`src/rtl/vdma_pkg.sv`:
```
package vdma_pkg;
   typedef enum logic [2:0] {
      SEL_SRC_HI = 3'd0,
      SEL_SRC_LO = 3'd1,
      SEL_DST_HI = 3'd2,
      SEL_DST_LO = 3'd3,
      SEL_CTRL   = 3'd4
   } vdma_sel_e;

   typedef enum logic {
      PH_FETCH = 1'b0,
      PH_STORE = 1'b1
   } vdma_phase_e;
endpackage

```
`src/rtl/vdma_regfile.sv`:
```
module vdma_regfile import vdma_pkg::*; #(
   parameter int ADDR_W = 16,
   parameter int DATA_W = 8
) (
   input  logic              clk,
   input  logic              rst_n,
   input  logic              cfg_we,
   input  logic [2:0]        cfg_sel,
   input  logic [DATA_W-1:0] cfg_wdata,
   input  logic              ctrl_take,
   input  logic              done,
   input  logic [ADDR_W-1:0] done_src,
   input  logic [ADDR_W-1:0] done_dst,
   input  logic [2:0]        rd_sel,
   output logic [DATA_W-1:0] rd_data,
   output logic [ADDR_W-1:0] src_raw,
   output logic [ADDR_W-1:0] dst_raw,
   output logic [DATA_W-1:0] ctrl_q,
   output logic              armed_q
);
   localparam int NREG = 4;

   logic [DATA_W-1:0] areg_q [NREG];
   logic [DATA_W-1:0] wb_val [NREG];

   always_comb begin
      wb_val[0] = done_src[ADDR_W-1:DATA_W];
      wb_val[1] = done_src[DATA_W-1:0];
      wb_val[2] = done_dst[ADDR_W-1:DATA_W];
      wb_val[3] = done_dst[DATA_W-1:0];
   end

   for (genvar g = 0; g < NREG; g++) begin : g_areg
      always_ff @(posedge clk) begin
         if (!rst_n)
            areg_q[g] <= '0;
         else if (done)
            areg_q[g] <= wb_val[g];
         else if (cfg_we && cfg_sel == 3'(g))
            areg_q[g] <= cfg_wdata;
      end
   end

   always_ff @(posedge clk) begin
      if (!rst_n) begin
         ctrl_q  <= '1;
         armed_q <= 1'b0;
      end else if (done) begin
         if (armed_q) begin
            ctrl_q <= ctrl_q - DATA_W'(1);
            if (ctrl_q == '0) armed_q <= 1'b0;
         end else begin
            ctrl_q <= '1;
         end
      end else if (ctrl_take) begin
         ctrl_q  <= {1'b0, cfg_wdata[DATA_W-2:0]};
         armed_q <= cfg_wdata[DATA_W-1];
      end
   end

   assign src_raw = {areg_q[0], areg_q[1]};
   assign dst_raw = {areg_q[2], areg_q[3]};

   always_comb begin
      unique case (rd_sel)
         SEL_SRC_HI: rd_data = areg_q[0];
         SEL_SRC_LO: rd_data = areg_q[1];
         SEL_DST_HI: rd_data = areg_q[2];
         SEL_DST_LO: rd_data = areg_q[3];
         SEL_CTRL:   rd_data = ctrl_q;
         default:    rd_data = '1;
      endcase
   end

   AST_CTRL_AFTER_RUN: assert property (@(posedge clk) disable iff (!rst_n)
      done |=> (ctrl_q == '1) || (ctrl_q == $past(ctrl_q) - DATA_W'(1)));
   AST_ARMED_MODE_CLEAR: assert property (@(posedge clk) disable iff (!rst_n)
      armed_q |-> !ctrl_q[DATA_W-1]);
endmodule

```
`src/rtl/vdma_engine.sv`:
```
module vdma_engine import vdma_pkg::*; #(
   parameter int ADDR_W = 16,
   parameter int DATA_W = 8,
   parameter int CNT_W  = 12
) (
   input  logic              clk,
   input  logic              rst_n,
   input  logic              ptr_load,
   input  logic [ADDR_W-1:0] ptr_src,
   input  logic [ADDR_W-1:0] ptr_dst,
   input  logic              go,
   input  logic [CNT_W-1:0]  go_len,
   output logic              busy,
   output logic              last,
   output logic [ADDR_W-1:0] nxt_src,
   output logic [ADDR_W-1:0] nxt_dst,
   output logic              mem_rd_en,
   output logic [ADDR_W-1:0] mem_rd_addr,
   input  logic [DATA_W-1:0] mem_rd_data,
   output logic              vram_we,
   output logic [ADDR_W-1:0] vram_addr,
   output logic [DATA_W-1:0] vram_wdata
);
   logic [ADDR_W-1:0] src_q, dst_q;
   logic [CNT_W-1:0]  cnt_q;
   logic [DATA_W-1:0] byte_q;
   vdma_phase_e       phase_q;

   always_ff @(posedge clk) begin
      if (!rst_n) begin
         src_q   <= '0;
         dst_q   <= '0;
         cnt_q   <= '0;
         byte_q  <= '0;
         busy    <= 1'b0;
         phase_q <= PH_FETCH;
      end else begin
         if (ptr_load) begin
            src_q <= ptr_src;
            dst_q <= ptr_dst;
         end
         if (go && !busy) begin
            busy    <= 1'b1;
            cnt_q   <= go_len;
            phase_q <= PH_FETCH;
         end else if (busy) begin
            if (phase_q == PH_FETCH) begin
               byte_q  <= mem_rd_data;
               phase_q <= PH_STORE;
            end else begin
               src_q   <= nxt_src;
               dst_q   <= nxt_dst;
               cnt_q   <= cnt_q - CNT_W'(1);
               phase_q <= PH_FETCH;
               if (cnt_q == CNT_W'(1)) busy <= 1'b0;
            end
         end
      end
   end

   assign nxt_src     = src_q + ADDR_W'(1);
   assign nxt_dst     = dst_q + ADDR_W'(1);
   assign mem_rd_en   = busy && (phase_q == PH_FETCH);
   assign mem_rd_addr = src_q;
   assign vram_we     = busy && (phase_q == PH_STORE);
   assign vram_addr   = dst_q;
   assign vram_wdata  = byte_q;
   assign last        = vram_we && (cnt_q == CNT_W'(1));

   AST_STORE_SPACING: assert property (@(posedge clk) disable iff (!rst_n)
      vram_we |=> !vram_we);
   AST_FETCH_BEFORE_STORE: assert property (@(posedge clk) disable iff (!rst_n)
      vram_we |-> $past(mem_rd_en));
   AST_GO_WHEN_IDLE: assert property (@(posedge clk) disable iff (!rst_n)
      go |-> !busy);
endmodule

```
`src/rtl/vdma_top.sv`:
```
module vdma_top import vdma_pkg::*; #(
   parameter int          ADDR_W    = 16,
   parameter int          DATA_W    = 8,
   parameter int          LEN_W     = 7,
   parameter int          BLK_LOG2  = 4,
   parameter int          VRAM_LOG2 = 13,
   parameter int unsigned VRAM_BASE = 'h8000,
   parameter int          MODE_W    = 2,
   parameter int unsigned HBLANK    = 0
) (
   input  logic              clk,
   input  logic              rst_n,
   input  logic              cfg_we,
   input  logic [2:0]        cfg_sel,
   input  logic [DATA_W-1:0] cfg_wdata,
   input  logic [2:0]        rd_sel,
   output logic [DATA_W-1:0] rd_data,
   input  logic [MODE_W-1:0] video_mode,
   output logic              mem_rd_en,
   output logic [ADDR_W-1:0] mem_rd_addr,
   input  logic [DATA_W-1:0] mem_rd_data,
   output logic              vram_we,
   output logic [ADDR_W-1:0] vram_addr,
   output logic [DATA_W-1:0] vram_wdata,
   output logic              cpu_stall
);
   localparam int                CNT_W     = LEN_W + BLK_LOG2 + 1;
   localparam int                BLK_BYTES = 1 << BLK_LOG2;
   localparam logic [ADDR_W-1:0] BLK_MASK  = ADDR_W'(BLK_BYTES - 1);
   localparam logic [ADDR_W-1:0] WIN_MASK  = ADDR_W'((1 << VRAM_LOG2) - 1);
   localparam logic [ADDR_W-1:0] VBASE     = ADDR_W'(VRAM_BASE);
   localparam logic [ADDR_W-1:0] SRC_MASK  = ~BLK_MASK;
   localparam logic [ADDR_W-1:0] DST_MASK  = WIN_MASK & ~BLK_MASK;

   if (ADDR_W != 2 * DATA_W) begin : g_chk_addr
      $error("ADDR_W must span exactly two register bytes");
   end
   if (LEN_W + 1 != DATA_W) begin : g_chk_len
      $error("control byte must hold the mode bit and the length field");
   end
   if (BLK_LOG2 < 1 || BLK_LOG2 >= VRAM_LOG2 || VRAM_LOG2 >= ADDR_W) begin : g_chk_win
      $error("block and window sizes out of range");
   end
   if ((VRAM_BASE % (1 << VRAM_LOG2)) != 0) begin : g_chk_base
      $error("VRAM_BASE must be aligned to the window size");
   end

   logic [ADDR_W-1:0] src_raw, dst_raw, src_m, dst_m, nxt_src, nxt_dst;
   logic [DATA_W-1:0] ctrl_q;
   logic [CNT_W-1:0]  len_full, go_len;
   logic armed_q, busy, last, src_bad, ctrl_wr, ctrl_take, new_paced;
   logic in_blank, blank_prev_q, start_now, blank_go, go;

   assign src_m     = src_raw & SRC_MASK;
   assign dst_m     = (dst_raw & DST_MASK) | VBASE;
   assign src_bad   = (src_m & ~WIN_MASK) == VBASE;
   assign in_blank  = video_mode == MODE_W'(HBLANK);
   assign new_paced = cfg_wdata[DATA_W-1];
   assign ctrl_wr   = cfg_we && (cfg_sel == SEL_CTRL) && !busy;
   assign ctrl_take = ctrl_wr && !src_bad;
   assign start_now = ctrl_take && ((!armed_q && !new_paced) || in_blank);
   assign blank_go  = in_blank && !blank_prev_q && armed_q && !busy && !ctrl_take;
   assign go        = start_now || blank_go;
   assign len_full  = (CNT_W'(cfg_wdata[LEN_W-1:0]) + CNT_W'(1)) << BLK_LOG2;
   assign go_len    = (start_now && !new_paced) ? len_full : CNT_W'(BLK_BYTES);
   assign cpu_stall = busy;

   always_ff @(posedge clk) begin
      if (!rst_n) blank_prev_q <= 1'b1;
      else        blank_prev_q <= in_blank;
   end

   vdma_regfile #(.ADDR_W(ADDR_W), .DATA_W(DATA_W)) u_regs (
      .clk(clk), .rst_n(rst_n),
      .cfg_we(cfg_we), .cfg_sel(cfg_sel), .cfg_wdata(cfg_wdata),
      .ctrl_take(ctrl_take), .done(last),
      .done_src(nxt_src), .done_dst(nxt_dst),
      .rd_sel(rd_sel), .rd_data(rd_data),
      .src_raw(src_raw), .dst_raw(dst_raw),
      .ctrl_q(ctrl_q), .armed_q(armed_q)
   );

   vdma_engine #(.ADDR_W(ADDR_W), .DATA_W(DATA_W), .CNT_W(CNT_W)) u_engine (
      .clk(clk), .rst_n(rst_n),
      .ptr_load(ctrl_take), .ptr_src(src_m), .ptr_dst(dst_m),
      .go(go), .go_len(go_len),
      .busy(busy), .last(last),
      .nxt_src(nxt_src), .nxt_dst(nxt_dst),
      .mem_rd_en(mem_rd_en), .mem_rd_addr(mem_rd_addr), .mem_rd_data(mem_rd_data),
      .vram_we(vram_we), .vram_addr(vram_addr), .vram_wdata(vram_wdata)
   );

   AST_REFUSED_NO_STALL: assert property (@(posedge clk) disable iff (!rst_n)
      (ctrl_wr && src_bad && !armed_q) |=> !cpu_stall);
   AST_STALL_ON_START: assert property (@(posedge clk) disable iff (!rst_n)
      go |=> cpu_stall);
   AST_DISARMED_STAYS_IDLE: assert property (@(posedge clk) disable iff (!rst_n)
      (!armed_q && !cpu_stall && !cfg_we) |=> !cpu_stall);
   AST_WRITEBACK_ALIGNED: assert property (@(posedge clk) disable iff (!rst_n)
      $fell(cpu_stall) |-> ((src_raw & BLK_MASK) == '0));
   AST_STORE_IN_WINDOW: assert property (@(posedge clk) disable iff (!rst_n)
      vram_we |-> ((vram_addr & ~WIN_MASK) == VBASE));
   AST_CTRL_MARK_UNUSED: assert property (@(posedge clk) disable iff (!rst_n)
      (!armed_q && !cpu_stall && !cfg_we) |=> $stable(ctrl_q));
endmodule

```
`config.mk`:
```
export PLATFORM = sky130hd
export DESIGN_NAME = vdma_top
export DESIGN_NICKNAME = d
export VERILOG_FILES = /design/src/rtl/vdma_pkg.sv /design/src/rtl/vdma_regfile.sv /design/src/rtl/vdma_engine.sv /design/src/rtl/vdma_top.sv
export SDC_FILE = /design/constraint.sdc
export NUM_CORES = 1
export LEC_CHECK = 0
export ABC_AREA = 1
export CAP_MARGIN = 15
export CORE_MARGIN = 3
export CORE_UTILIZATION = 55
export CTS_CLUSTER_DIAMETER = 100
export DETAILED_ROUTE_END_ITERATION = 16
export PLACE_DENSITY_LB_ADDON = 0.2
export SLEW_MARGIN = 0
export SYNTH_ARGS = -nofsm -noshare
export SYNTH_HDL_FRONTEND = slang
export SYNTH_SLANG_ARGS = --single-unit
```
`constraint.sdc`:
```
create_clock -name clk -period 5 [get_ports clk]
set_input_delay 0.5 -clock clk [delete_from_list [all_inputs] [get_ports clk]]
set_output_delay 0.5 -clock clk [all_outputs]
set_load 0.05 [all_outputs]
```
==> impl_metrics.ini <==
[worst_setup_path]
worstPathCellList = clkdlybuf4s50_1 -> inv_1 -> nor3_1 -> a21oi_1 -> nand4_1 -> clkdlybuf4s50_1
crit_required_ns = 4.50
slowest_delay_ns = 0.81
endpoint = rd_data[4]
r2r-start = u_engine.busy
critPathLaunchType = primary input
path_max_fanout = 8
r2r_end = u_regs.areg_q[3][0]
cp.arrival_ns = 2.85
reg2reg_slack_ns = 1.94
worstRegToRegCells = 7
crit_start = rd_sel[1]
crit_type = in2out
slowest_stage = clkdlybuf4s50_1
critPathMostFrequentCell = clkdlybuf4s50_1
end_kind = primary output

[timing]
worstMarginPinSlew_ns = 0.851
fin_tns_setup_ns = 0
rsz0062_at_grt = false
relSlewSlack_pct = 43.2
hold_ws_ns = 0.492
fin_crit_ns = 3.35
setup_slack_ns = 1.65
fin_skew_ns = 0.0194
fmax_mhz = 298
setup_viol = 0
fin_crit_sh_pct = 67.0
finalHoldViolations = 0
slew_violations = 0

[power]
p_switching_mw = 0.458
finalPower_mw = 1.56
clkPwrFrac_pct = 32.1
p_per_area_nw_per_um2 = 237
leakage_nw = 2.68
sw_frac_of_total_pct = 29.4
ir_worst_vdd_v = 0.000147
pwr-share-comb_pct = 13.6
p_int_mw = 1.10
p_seq_share_pct = 54.3

[clocking]
root_buffer = clkbuf_8
cts_tree = yes
ctsHtreeMaxLevel = 3
clk_latency_ns = 0.37
cts_setup_buffers = 0
cts.hold.buffers_added = 0
cts_buffers = 9
cts.sinks = 96
ctsResizeCount = 0
clockBufferDepth = 2
path_clk_slew_ns = 0.10

[global_route]
grt_usage_pct = 29.7
grt_antenna_before_repair = 0
grt_first_pass_wirelength_um = 26900
gr-total-overflow = 0
grt_max_degree = 49
grt_pass1_vias = 5452

[finish]
area.growth.synth_to_final_pct = 18.6
drive_above_1_share_pct = 4.11
final_cell_area_um2 = 6560
final_common_cell = nand2_1
most-common-layout-cells = nand2_1 (224), nor2_1 (95), inv_1 (86)
antenna_cells = 0
nets = 905

[synth]
yosysWarningCount = 0
syn_nets = 839
yosys_register_bits = 96
ys_types = 32
seq_area_frac_synth_pct = 40.5
synth_area_um2 = 5530
synth_cells = 805
syn_avg_cell_area_um2 = 6.87

[placement]
port_buffers = 77
place_hpwl_um = 12100
finalWeightedCongestion = 0.908
dp_slack_ns = 1.65
dpl_cell_area_um2 = 6370

[run]
maxCapViolCount = 0

[die]
initial_core_util_pct = 58.2
ios = 78
die-area_um2 = 11300
fp-row-count = 35
die_w_um = 106
coreArea_um2 = 9500
fp.dieH_um = 106

[drt]
ant_nets = 0
wl_per_cell_um = 16.4
routed_wl_um = 16500
vias = 5785
first_pass_iters = 5
post-route-drc-count = 0
vias_per_cell = 5.76
drtIter0Drc = 559

[status]
status = finished clean

[hold_path]
whs_path_depth = 2
hp-class = reg2reg
critical path, delay by kind of cell:
| family | cells | cell delay [ns] |
|---|---|---|
| AND/OR/NAND/NOR | 2 | 0.77 |
| AO/OA/AOI/OAI | 1 | 0.18 |
| buffers and inverters | 3 | 1.40 |
power groups by stage:
stage	Combinational, mW	Sequential (mW)	Clock, mW
2_1_floorplan	0.112	0.875	0
3_5_place_dp	0.209	0.863	0
6_report	0.211	0.846	0.501
5_1_grt	0.228	0.848	0.524
3_3_place_gp	0.205	0.863	0
4_1_cts	0.209	0.845	0.503
per-layer routing:
layer  up-vias  global-route usage, %  part of all wire [%]
met5         -                      0                     0
met4         0                   9.99                   2.5
met3        39                   4.86                    10
met2       337                   48.7                    46
met1      2639                   40.0                    41
li1       2770                      -                     -
cell type report:
cell class / count / area [um2]
multi-input combinational: 595 / 2840
clock buffer: 10 / 138
timing repair buffer: 80 / 793
sequential: 96 / 2240
clock inverter: 6 / 48.8
tap: 129 / 161
inverter: 89 / 334
fill: 843 / 2940
metrics by stage:
| step | instances | utilization (%) |
|---|---|---|
| 2_1_floorplan | 805 | - |
| 3_3_place_gp | 989 | 67.1 |
| 3_5_place_dp | 989 | 67.1 |
| 4_1_cts | 1005 | 69.0 |
| 5_1_grt | 1005 | 69.0 |
| 6_report | 1005 | 69.0 |
cell usage after synthesis:
cell type | instances | area, um2
a211oi_1 | 3 | 22.5
a21oi_1 | 44 | 220
buf_1 | 4 | 15.0
buf_2 | 6 | 30.0
buf_4 | 3 | 22.5
clkbuf_1 | 12 | 45.0
dfxtp_1 | 64 | 1280
edfxtp_1 | 32 | 961
ha_1 | 7 | 87.6
inv_1 | 86 | 323
inv_2 | 3 | 11.3
nand2_1 | 224 | 841
nand2_2 | 2 | 12.5
nand3_1 | 54 | 270
nand3_2 | 4 | 40.0
nand3b_1 | 1 | 7.51
nand4_1 | 20 | 125
nor2_1 | 95 | 357
nor2_2 | 3 | 18.8
nor3_1 | 19 | 95.1
nor3_2 | 1 | 10.0
nor3_4 | 1 | 16.3
nor4_1 | 2 | 12.5
o2111ai_1 | 1 | 8.76
o211ai_1 | 3 | 22.5
o21a_1 | 1 | 7.51
o21ai_0 | 62 | 310
o21ai_1 | 6 | 30.0
o22ai_1 | 13 | 81.3
or2_2 | 3 | 18.8
xnor2_1 | 10 | 87.6
xor2_1 | 16 | 140
registers in the layout, summed over array words and instances, names as in the netlist:
| register | count |
|---|---|
| u_regs.areg_q | 32 |
| u_engine.mem_rd_addr | 16 |
| u_regs.armed_q | 1 |
| u_engine.vram_addr | 16 |
| u_engine.phase_q | 1 |
| u_engine.vram_wdata | 8 |
| u_regs.ctrl_q | 8 |
| u_engine.busy | 1 |
| blank_prev_q | 1 |
| u_engine.cnt_q | 12 |
kinds of logic after synthesis:
| family | share of synthesized area (%) |
|---|---|
| adders and majority gates | 1.58 |
| buffers and inverters | 8.07 |
| and+or+nand+nor | 33.0 |
| xor gates and xnor gates | 4.12 |
| DFF | 40.5 |
| AOI/OAI and AO/OA | 12.7 |
how the worst min path moves through the flow:
stage	start	end	slack, ns
floorplan	u_engine.cnt_q[1]	u_engine.cnt_q[1]	0.45
global placement	u_engine.cnt_q[1]	u_engine.cnt_q[1]	0.47
detailed placement	u_engine.cnt_q[1]	u_engine.cnt_q[1]	0.48
CTS	u_engine.cnt_q[1]	u_engine.cnt_q[1]	0.50
global route	u_engine.cnt_q[4]	u_engine.cnt_q[4]	0.54
finish	u_engine.cnt_q[1]	u_engine.cnt_q[1]	0.49
(Power assumes the default switching activity.)
